[src/rtl/mtrap_pkg.sv]
package mtrap_pkg;
    localparam int XLEN    = 32;
    localparam int CAUSE_W = 5;
    localparam int ADDR_W  = 12;

    // exception causes that shape the trap value
    localparam logic [CAUSE_W-1:0] EXC_FETCH_ACC = 5'd1;
    localparam logic [CAUSE_W-1:0] EXC_ILLEGAL   = 5'd2;
    localparam logic [CAUSE_W-1:0] EXC_BREAK     = 5'd3;
    localparam logic [CAUSE_W-1:0] EXC_LOAD_ACC  = 5'd5;
    localparam logic [CAUSE_W-1:0] EXC_STORE_ACC = 5'd7;
    localparam logic [CAUSE_W-1:0] EXC_SW_CHECK  = 5'd18;

    // status bit positions
    localparam int ST_MIE_B   = 3;
    localparam int ST_MPIE_B  = 7;
    localparam int ST_MPP_LSB = 11;
    localparam int STH_MBE_B  = 5;
    localparam int STH_ELP_B  = 9;
    localparam int STH_MDT_B  = 10;

    typedef enum logic [3:0] {
        REG_NONE,
        REG_STATUS,
        REG_STATUSH,
        REG_VECTOR,
        REG_SCRATCH,
        REG_EPC,
        REG_CAUSE,
        REG_TVAL,
        REG_TVAL2,
        REG_CYC_LO,
        REG_CYC_HI,
        REG_RET_LO,
        REG_RET_HI,
        REG_INFO
    } csr_reg_e;

    typedef struct packed {
        logic            mie;
        logic            mpie;
        logic [1:0]      mpp;
        logic            mbe;
        logic            mpelp;
        logic            mdt;
        logic            halted;
        logic [XLEN-1:0] vector;
        logic [XLEN-1:0] scratch;
        logic [XLEN-1:0] epc;
        logic [XLEN-1:0] cause;
        logic [XLEN-1:0] tval;
        logic [XLEN-1:0] tval2;
        logic [XLEN-1:0] cyc_lo;
        logic [XLEN-1:0] cyc_hi;
        logic [XLEN-1:0] ret_lo;
        logic [XLEN-1:0] ret_hi;
    } trap_state_t;
endpackage

[src/rtl/mtrap_csr_decode.sv]
module mtrap_csr_decode
    import mtrap_pkg::*;
(
    input  logic [ADDR_W-1:0] addr,
    input  logic              is_write,
    output csr_reg_e          reg_sel,
    output logic              writable,
    output logic              illegal
);
    logic              aliased;
    logic [ADDR_W-1:0] eff_addr;

    // machine counter addresses map onto user counter storage
    always_comb begin
        aliased  = (addr == 12'hB00) || (addr == 12'hB02) ||
                   (addr == 12'hB80) || (addr == 12'hB82);
        eff_addr = aliased ? (addr + 12'h100) : addr;
    end

    always_comb begin
        reg_sel  = REG_NONE;
        writable = 1'b1;
        case (eff_addr)
            12'h300: reg_sel = REG_STATUS;
            12'h310: reg_sel = REG_STATUSH;
            12'h305: reg_sel = REG_VECTOR;
            12'h340: reg_sel = REG_SCRATCH;
            12'h341: reg_sel = REG_EPC;
            12'h342: reg_sel = REG_CAUSE;
            12'h343: reg_sel = REG_TVAL;
            12'h34B: reg_sel = REG_TVAL2;
            12'hC00: begin reg_sel = REG_CYC_LO; writable = aliased; end
            12'hC02: begin reg_sel = REG_RET_LO; writable = aliased; end
            12'hC80: begin reg_sel = REG_CYC_HI; writable = aliased; end
            12'hC82: begin reg_sel = REG_RET_HI; writable = aliased; end
            12'hC01, 12'hC81: begin reg_sel = REG_NONE; writable = 1'b0; end
            12'hF11, 12'hF12, 12'hF13, 12'hF14, 12'hF15:
                begin reg_sel = REG_INFO; writable = 1'b0; end
            default: reg_sel = REG_NONE;
        endcase
        illegal = (reg_sel == REG_NONE) || (is_write && !writable);
    end
endmodule

[src/rtl/mtrap_tval_sel.sv]
module mtrap_tval_sel
    import mtrap_pkg::*;
#(
    parameter bit COMPRESSED_EN = 1'b1
) (
    input  logic [CAUSE_W-1:0] cause,
    input  logic [XLEN-1:0]    fault_addr,
    input  logic [XLEN-1:0]    insn,
    input  logic               insn_c,
    input  logic [XLEN-1:0]    subtype,
    output logic [XLEN-1:0]    tval
);
    localparam int HALF_W = XLEN / 2;

    logic [XLEN-1:0] insn_val;

    generate
        if (COMPRESSED_EN) begin : g_cmp
            always_comb
                insn_val = insn_c ? {{(XLEN-HALF_W){1'b0}}, insn[HALF_W-1:0]} : insn;
        end else begin : g_full
            always_comb insn_val = insn;
        end
    endgenerate

    always_comb begin
        case (cause)
            EXC_FETCH_ACC, EXC_LOAD_ACC, EXC_STORE_ACC: tval = fault_addr;
            EXC_ILLEGAL:                                tval = insn_val;
            EXC_SW_CHECK:                               tval = subtype;
            EXC_BREAK:                                  tval = '0;
            default:                                    tval = '0;
        endcase
    end
endmodule

[src/rtl/mtrap_csr_unit.sv]
module mtrap_csr_unit
    import mtrap_pkg::*;
#(
    parameter logic [XLEN-1:0] RESET_VEC     = 32'h0000_0100,
    parameter bit              COMPRESSED_EN = 1'b1
) (
    input  logic               clk,
    input  logic               rst_n,
    input  logic               trap_req,
    input  logic [CAUSE_W-1:0] trap_cause,
    input  logic [XLEN-1:0]    trap_pc,
    input  logic [XLEN-1:0]    trap_addr,
    input  logic [XLEN-1:0]    trap_insn,
    input  logic               trap_insn_c,
    input  logic [XLEN-1:0]    trap_sub,
    input  logic               mret_req,
    input  logic               csr_valid,
    input  logic               csr_write,
    input  logic [ADDR_W-1:0]  csr_addr,
    input  logic [XLEN-1:0]    csr_wdata,
    output logic [XLEN-1:0]    csr_rdata,
    output logic               csr_illegal,
    output logic               st_mie,
    output logic               st_mpie,
    output logic               st_mdt,
    output logic [XLEN-1:0]    vec_base,
    output logic [1:0]         vec_mode,
    output logic               halted
);
    localparam int MODE_W = 2;

    trap_state_t     s_d, s_q;
    csr_reg_e        dec_sel;
    logic            dec_writable;
    logic            dec_illegal;
    logic [XLEN-1:0] tval_new;
    logic [XLEN-1:0] cause_ext;
    logic            do_write;

    mtrap_csr_decode u_dec (
        .addr     (csr_addr),
        .is_write (csr_write),
        .reg_sel  (dec_sel),
        .writable (dec_writable),
        .illegal  (dec_illegal)
    );

    mtrap_tval_sel #(.COMPRESSED_EN(COMPRESSED_EN)) u_tval (
        .cause      (trap_cause),
        .fault_addr (trap_addr),
        .insn       (trap_insn),
        .insn_c     (trap_insn_c),
        .subtype    (trap_sub),
        .tval       (tval_new)
    );

    // read path
    always_comb begin
        csr_rdata = '0;
        if (csr_valid) begin
            case (dec_sel)
                REG_STATUS: begin
                    csr_rdata[ST_MIE_B]             = s_q.mie;
                    csr_rdata[ST_MPIE_B]            = s_q.mpie;
                    csr_rdata[ST_MPP_LSB +: MODE_W] = s_q.mpp;
                end
                REG_STATUSH: begin
                    csr_rdata[STH_MBE_B] = s_q.mbe;
                    csr_rdata[STH_ELP_B] = s_q.mpelp;
                    csr_rdata[STH_MDT_B] = s_q.mdt;
                end
                REG_VECTOR:  csr_rdata = s_q.vector;
                REG_SCRATCH: csr_rdata = s_q.scratch;
                REG_EPC:     csr_rdata = s_q.epc;
                REG_CAUSE:   csr_rdata = s_q.cause;
                REG_TVAL:    csr_rdata = s_q.tval;
                REG_TVAL2:   csr_rdata = s_q.tval2;
                REG_CYC_LO:  csr_rdata = s_q.cyc_lo;
                REG_CYC_HI:  csr_rdata = s_q.cyc_hi;
                REG_RET_LO:  csr_rdata = s_q.ret_lo;
                REG_RET_HI:  csr_rdata = s_q.ret_hi;
                default:     csr_rdata = '0;
            endcase
        end
        csr_illegal = csr_valid && dec_illegal;
    end

    // next-state: trap, then mret, then CSR write
    always_comb begin
        s_d       = s_q;
        cause_ext = {{(XLEN-CAUSE_W){1'b0}}, trap_cause};
        do_write  = csr_valid && csr_write && dec_writable && !dec_illegal;
        if (trap_req) begin
            s_d.cause = cause_ext;
            s_d.epc   = trap_pc;
            s_d.tval  = tval_new;
            s_d.mpie  = s_q.mie;
            s_d.mie   = 1'b0;
            if (s_q.mdt) begin
                s_d.tval2  = cause_ext;
                s_d.halted = 1'b1;
            end else begin
                s_d.mdt = 1'b1;
            end
        end else if (mret_req) begin
            s_d.mdt  = 1'b0;
            s_d.mie  = s_q.mpie;
            s_d.mpie = 1'b1;
            s_d.mpp  = 2'b11;
        end else if (do_write) begin
            case (dec_sel)
                REG_STATUS: begin
                    s_d.mie  = csr_wdata[ST_MIE_B];
                    s_d.mpie = csr_wdata[ST_MPIE_B];
                    s_d.mpp  = csr_wdata[ST_MPP_LSB +: MODE_W];
                end
                REG_STATUSH: begin
                    s_d.mbe   = csr_wdata[STH_MBE_B];
                    s_d.mpelp = csr_wdata[STH_ELP_B];
                    s_d.mdt   = csr_wdata[STH_MDT_B];
                end
                REG_VECTOR:  s_d.vector  = csr_wdata;
                REG_SCRATCH: s_d.scratch = csr_wdata;
                REG_EPC:     s_d.epc     = csr_wdata;
                REG_CAUSE:   s_d.cause   = csr_wdata;
                REG_TVAL:    s_d.tval    = csr_wdata;
                REG_TVAL2:   s_d.tval2   = csr_wdata;
                REG_CYC_LO:  s_d.cyc_lo  = csr_wdata;
                REG_CYC_HI:  s_d.cyc_hi  = csr_wdata;
                REG_RET_LO:  s_d.ret_lo  = csr_wdata;
                REG_RET_HI:  s_d.ret_hi  = csr_wdata;
                default:     s_d         = s_q;
            endcase
        end
    end

    always_ff @(posedge clk) begin
        if (!rst_n) begin
            s_q        <= '0;
            s_q.vector <= RESET_VEC;
        end else begin
            s_q <= s_d;
        end
    end

    always_comb begin
        st_mie   = s_q.mie;
        st_mpie  = s_q.mpie;
        st_mdt   = s_q.mdt;
        halted   = s_q.halted;
        vec_mode = s_q.vector[MODE_W-1:0];
        vec_base = {s_q.vector[XLEN-1:MODE_W], {MODE_W{1'b0}}};
    end
endmodule

[config.mk]
export PLATFORM = sky130hd
export DESIGN_NAME = mtrap_csr_unit
export DESIGN_NICKNAME = d
export VERILOG_FILES = /design/src/rtl/mtrap_pkg.sv /design/src/rtl/mtrap_csr_decode.sv /design/src/rtl/mtrap_tval_sel.sv /design/src/rtl/mtrap_csr_unit.sv
export SDC_FILE = /design/constraint.sdc
export NUM_CORES = 1
export LEC_CHECK = 0
export BUFFER_PORTS_ARGS = -buffer_cell sky130_fd_sc_hd__buf_2
export CORE_MARGIN = 4
export CORE_UTILIZATION = 24
export DETAILED_ROUTE_END_ITERATION = 7
export GPL_TIMING_DRIVEN = 1
export PLACE_DENSITY = 0.51
export SLEW_MARGIN = 20
export SYNTH_ARGS = -nofsm -noshare
export SYNTH_HDL_FRONTEND = slang
export SYNTH_SLANG_ARGS = --single-unit
export TNS_END_PERCENT = 30
[constraint.sdc]
create_clock -name clk -period 5.8 [get_ports clk]
set_input_delay 0.58 -clock clk [delete_from_list [all_inputs] [get_ports clk]]
set_output_delay 0.58 -clock clk [all_outputs]
set_load 0.05 [all_outputs]
==> results of run 1 <==
==> layout make-up <==
| class | count | area, um^2 | area share (%) |
|---|---|---|---|
| well taps | 837 | 1050 | 5.89 |
| clock inverters | 10 | 118 | 0.662 |
| diodes | 5 | 12.5 | 0.0704 |
| inverters | 7 | 26.3 | 0.148 |
| repair buffers | 283 | 1520 | 8.52 |
| flip-flops and latches | 328 | 6570 | 36.9 |
| clock buffers | 50 | 1010 | 5.69 |
| multi-input cells | 1212 | 7480 | 42.1 |
==> sequential cells by signal, indices dropped and copies added, names as in the netlist <==
signal and flops:
s_q 292, vec_base 30, vec_mode 2, halted 1
st_mdt 1, st_mie 1, st_mpie 1
==> routing by layer <==
metal,up-vias,wire [um],track usage (%)
met2,565,25800,26.1
met4,4,1340,4.49
met5,-,27,0
li1,6755,-,-
met3,72,4300,3.25
met1,6850,28000,24.6
==> tightest hold or removal path, cell delays in order <==
cell	delay (ns)
buf_2	0.14
nand2_1	0.06
a21oi_1	0.05
==> power breakdown <==
| group | total (mW) | internal, mW | switching (mW) |
|---|---|---|---|
| sequential | 2.31 | 2.28 | 0.0238 |
| clock | 2.25 | 1.31 | 0.943 |
| combinational | 0.321 | 0.111 | 0.210 |
| total | 4.88 | 3.70 | 1.18 |
==> how the worst max path moves through the flow <==
stage	startpoint	to	slack [ns]	cells past startpoint
3_3_place_gp	csr_addr[8]	csr_rdata[15]	1.30	10
2_1_floorplan	csr_addr[8]	csr_rdata[12]	1.97	8
5_1_grt	csr_addr[7]	csr_rdata[17]	1.17	11
4_1_cts	csr_addr[8]	csr_rdata[15]	1.27	10
3_5_place_dp	csr_addr[8]	csr_rdata[15]	1.29	10
6_report	csr_addr[8]	csr_rdata[17]	1.32	12
==> logic make-up after synthesis <==
group                    share of synthesized area, %
AO/OA/AOI/OAI                                    26.7
AND/OR/NAND/NOR                                  17.4
flip-flops                                       44.1
buffers and inverters                            6.39
multiplexers                                     5.12
XOR/XNOR                                        0.118
adder cells (fa/ha/maj)                        0.0841
other                                          0.0252
==> stage by stage <==
stage / hold WS, ns / cell area (um^2)
floorplan: 0.435 / 14900
CTS: 0.320 / 17800
global placement: 0.441 / 16600
finish: 0.346 / 17800
global route: 0.343 / 17800
detailed placement: 0.448 / 16600
==> layout by cell type (no fill, tap or decap), types with 4 or more instances in the layout <==
cell,n
dfxtp_1,328
o21ai_0,258
buf_2,251
nand2_1,217
nand3_1,208
a21oi_1,82
a222oi_1,63
a22o_1,57
mux2_2,55
a31oi_1,49
clkbuf_16,35
nor2_1,31
buf_4,30
o2bb2ai_1,18
and3_1,17
and4_1,15
mux2i_1,12
a221oi_1,11
a221o_1,9
a22oi_1,9
clkbuf_8,9
clkbuf_1,7
inv_1,6
diode_2,5
nand4b_1,4
a211oi_1,4
o21a_1,4
clkinv_2,4
==> results_dict.tcl, run 1 <==
set metrics [dict create \
    dp.cells 2667 \
    p_leak_nw 6.39 \
    post_cts_buffers 0 \
    worstHoldPathType "input pin to flip-flop" \
    root_buffer "clkbuf_16" \
    cts_made_buffers 35 \
    crit_path_start_kind "input pin" \
    tightest_slew_ns 1.11 \
    clock_sinks 328 \
    antenna_found_initial 10 \
    synthArstFlopShare_pct 0 \
    grt_setup_unrepaired "false" \
    nFillCells 6590 \
    h-tree-depth 2 \
    insertion_delay_ns 0.54 \
    die_h_um 257 \
    worstPathMaxFanout 18 \
    ant_nets 0 \
    portBuffers 252 \
    synth_top_area_share_pct 44.1 \
    initialDrtViolationCount 1439 \
    worst-setup-path-type "input pin to output port" \
    route.detailed.drc 0 \
    power.density_nw_per_um2 275 \
    fin_tns_setup_ns 0 \
    dr_total_vias 14246 \
    drive_gt1_share_pct 22.4 \
    track_usage_pct 17.1 \
    gp_congestion 0.891 \
    post-route-util_pct 28.9 \
    synth_common_cells "dfxtp_1 (328), o21ai_0 (258), nand2_1 (218), nand3_1 (209), clkbuf_1 (111)" \
    clock.fmax_mhz 223 \
    synth_edf_count 0 \
    via_per_inst 5.21 \
    rows 91 \
    path_cells "buf_2 -> ha_1 -> nor4bb_1 -> o2111ai_1 -> o2111ai_2 -> buf_4 -> o21a_1 -> o21ai_2 -> buf_4 -> buf_4 -> a31oi_1 -> buf_2" \
    overflow 0 \
    dieArea_um2 66000 \
    r2r_cells 4 \
    dpl.hpwl_um 42300 \
    firstDrtPassIters 8 \
    finalSetupViolCount 0 \
    r2r_end "s_q[139]" \
    cp.required_ns 5.22 \
    max-slew-margin-rel_pct 25.9 \
    yosysWarnings 0 \
    routedWlPerCell_um 21.7 \
    crit_family "compound AO/OA/AOI/OAI gates" \
    grt_max_degree 150 \
    min_period_ns 4.48 \
    syn_area_per_cell_um2 8.54 \
    syn_to_final_growth_pct 19.5 \
    initial_core_util_pct 24.2 \
    coreArea_um2 61600 \
    worst_slack_ns 1.32 \
    syn_inst 1742 \
    ff2ff_setup_slack_ns 4.14 \
    die_x_um 257 \
    synth_top_cell_by_area "dfxtp_1" \
    clockBufferDepth 3 \
    min_from "csr_wdata[23]" \
    yosys.cell_types.count 75 \
    finalPower_mw 4.88 \
    tritoncts "yes" \
    path_common_cell "buf_4" \
    holdPathStages 3 \
    synth_area_um2 14900 \
    postCtsHoldBufs 0 \
    dp_slack_ns 1.29 \
    hold_end "s_q[215]" \
    final_cells 2732 \
    ioPinCount 255 \
    clk_pin_slew_ns 0.06 \
    r2r-start "st_mdt" \
    slew_viol_final 0 \
    cp_num_buf_inv 5 \
    ys_ff_latch 328 \
    max_stage_delay_ns 0.47 \
    clock_skew_ns 0.0132 \
    yosys.cell_count.top_type "dfxtp_1" \
    wirelength_um 59400 \
    cap_violations 0 \
    synth-main-ff-cell "dfxtp_1" \
    status "finished, final reports clean" \
    grt_pass1_vias 13519 \
    synth.area.top_cells "dfxtp_1 (44%), o21ai_0 (8.7%), nand3_1 (7.0%), nand2_1 (5.5%), a222oi_1 (4.2%)" \
    grt_pass1_wl_um 87700 \
    final_nets 2052 \
    hold_violations 0 \
    synth-seq-area-share_pct 44.1 \
    end_kind "output port" \
    cts-resized-gates 0 \
    cp_slowest_cell "nor4bb_1" \
    period_share_pct 77.2 \
    ir_drop_mv 0.165 \
    arrival_ns 3.90 \
]
Note: power is estimated with default switching activity, not from simulation.
==> inputs of run 2 (changes only) <==
- PLACE_DENSITY: 0.51 -> 0.52
- clock period: 5.8 -> 4.05 ns (I/O delays scaled with it)
==> run 2 against run 1 <==
Via count is 0.15% higher. Routed wire length is 0.25% higher. First-iteration DRC count is 8.1% lower. Sequential power is 43% higher. Cell area is 1.9% higher. Worst hold slack worse by 0.18 ns. Largest cell class unchanged.
==> results_dict.tcl, run 2 (synthesis gave the netlist of run 1 again) <==
set metrics [dict create \
    status "finished, final reports clean" \
    ioPinCount 255 \
    h-tree-depth 2 \
    ant_nets 0 \
    tightest_slew_ns 1.11 \
    period_share_pct 92.4 \
    grt_max_degree 194 \
    max_stage_delay_ns 0.49 \
    worstPathMaxFanout 25 \
    clock_skew_ns 0.00353 \
    syn_to_final_growth_pct 21.8 \
    fin_tns_setup_ns 0 \
    final_cell_area_um2 18100 \
    cts_made_buffers 35 \
    root_buffer "clkbuf_16" \
    grt_pass1_wl_um 88900 \
    die_x_um 257 \
    clockBufferDepth 3 \
    tritoncts "yes" \
    dpl.hpwl_um 41400 \
    slew_viol_final 0 \
    clock_sinks 328 \
    routedWlPerCell_um 21.7 \
    ff2ff_setup_slack_ns 2.39 \
    gp_congestion 0.855 \
    firstDrtPassIters 6 \
    r2r_cells 4 \
    regMostFlops "s_q" \
    overflow 0 \
    dpl_cell_area_um2 16900 \
    rows 91 \
    min_from "csr_wdata[23]" \
    dr_total_vias 14268 \
    post-route-util_pct 29.4 \
    r2r_end "s_q[154]" \
    antenna_found_initial 11 \
    coreArea_um2 61600 \
    cts-resized-gates 0 \
    holdPathStages 2 \
    power.density_nw_per_um2 392 \
    cap_violations 0 \
    final_nets 2061 \
    clock.fmax_mhz 267 \
    wirelength_um 59500 \
    worst-setup-path-type "input pin to output port" \
    initialDrtViolationCount 1322 \
    grt_pass1_vias 13729 \
    final_cells 2744 \
    track_usage_pct 17.2 \
    die_h_um 257 \
    hold_violations 0 \
    max-slew-margin-rel_pct 25.5 \
    post_cts_buffers 0 \
    grt_setup_unrepaired "false" \
    worstHoldPathType "input pin to flip-flop" \
    end_kind "output port" \
    cp_slowest_cell "nor4bb_1" \
    initial_core_util_pct 24.2 \
    r2r-start "st_mdt" \
    clk_pin_slew_ns 0.06 \
    final_common_cell "dfxtp_1" \
    p_leak_nw 6.52 \
    min_period_ns 3.74 \
    dp.cells 2676 \
    crit_path_start_kind "input pin" \
    portBuffers 252 \
    path_cells "buf_2 -> ha_1 -> nor4bb_1 -> o211a_1 -> a211o_2 -> o21a_1 -> o21ai_2 -> buf_4 -> a31oi_1 -> buf_2" \
    insertion_delay_ns 0.52 \
    mostFrequentLayoutCells "dfxtp_1 (328), o21ai_0 (258), buf_2 (247)" \
    postCtsHoldBufs 0 \
    holdWs_ns 0.169 \
    ir_drop_mv 0.199 \
    route.detailed.drc 0 \
    via_per_inst 5.20 \
    largest_reg_flops 292 \
    arrival_ns 3.34 \
    dieArea_um2 66000 \
    drive_gt1_share_pct 22.5 \
    hold_end "s_q[247]" \
    finalSetupViolCount 0 \
    path_common_cell "buf_2" \
    cp.required_ns 3.64 \
]
## run 2: cell type report
| type | instances | area, um^2 |
|---|---|---|
| clock inverters | 9 | 149 |
| fillers | 6564 | 43500 |
| inverters | 7 | 26.3 |
| clock buffers | 53 | 1030 |
| multi-input cells | 1212 | 7470 |
| flip-flops and latches | 328 | 6570 |
| diodes | 6 | 15.0 |
| well taps | 837 | 1050 |
| repair buffers | 292 | 1820 |
## run 2: worst max-delay path by stage
stage,from,end,slack [ns],cells after the start
after floorplan,csr_addr[8],csr_rdata[12],0.57,8
after global placement,csr_addr[8],csr_rdata[1],0.30,10
after detailed placement,csr_addr[8],csr_rdata[1],0.35,10
after CTS,csr_addr[8],csr_rdata[1],0.35,10
after global routing,csr_addr[8],csr_rdata[1],0.21,10
final,csr_addr[8],csr_rdata[1],0.31,10
## run 2: layer usage
layer | vias to the layer above | global-route usage [%] | part of all wire [%]
li1 | 6769 | - | -
met1 | 6858 | 24.9 | 47
met2 | 564 | 25.9 | 43
met3 | 73 | 3.26 | 7.2
met4 | 4 | 5.08 | 2.5
met5 | - | 0 | 0.057
## run 2: stage by stage
stage / worst slack (ns) / power [mW]
2_1_floorplan: 0.568 / 3.60
5_1_grt: 0.213 / 7.34
3_5_place_dp: 0.353 / 3.84
4_1_cts: 0.347 / 7.15
3_3_place_gp: 0.302 / 3.83
6_report: 0.310 / 7.10
## run 2: report_power, final
group	internal (mW)	total, mW	leakage [nW]	switching (mW)
clock	2.01	3.33	0.576	1.32
sequential	3.27	3.31	2.66	0.0343
combinational	0.161	0.463	3.29	0.301
## run 2: worst max-delay path, delay by kind of cell
kind	cells	cell delay, ns
adder cells (fa/ha/maj)	1	0.30
AO/OA/AOI/OAI	5	1.39
AND/OR/NAND/NOR	1	0.49
buffers and inverters	3	0.73
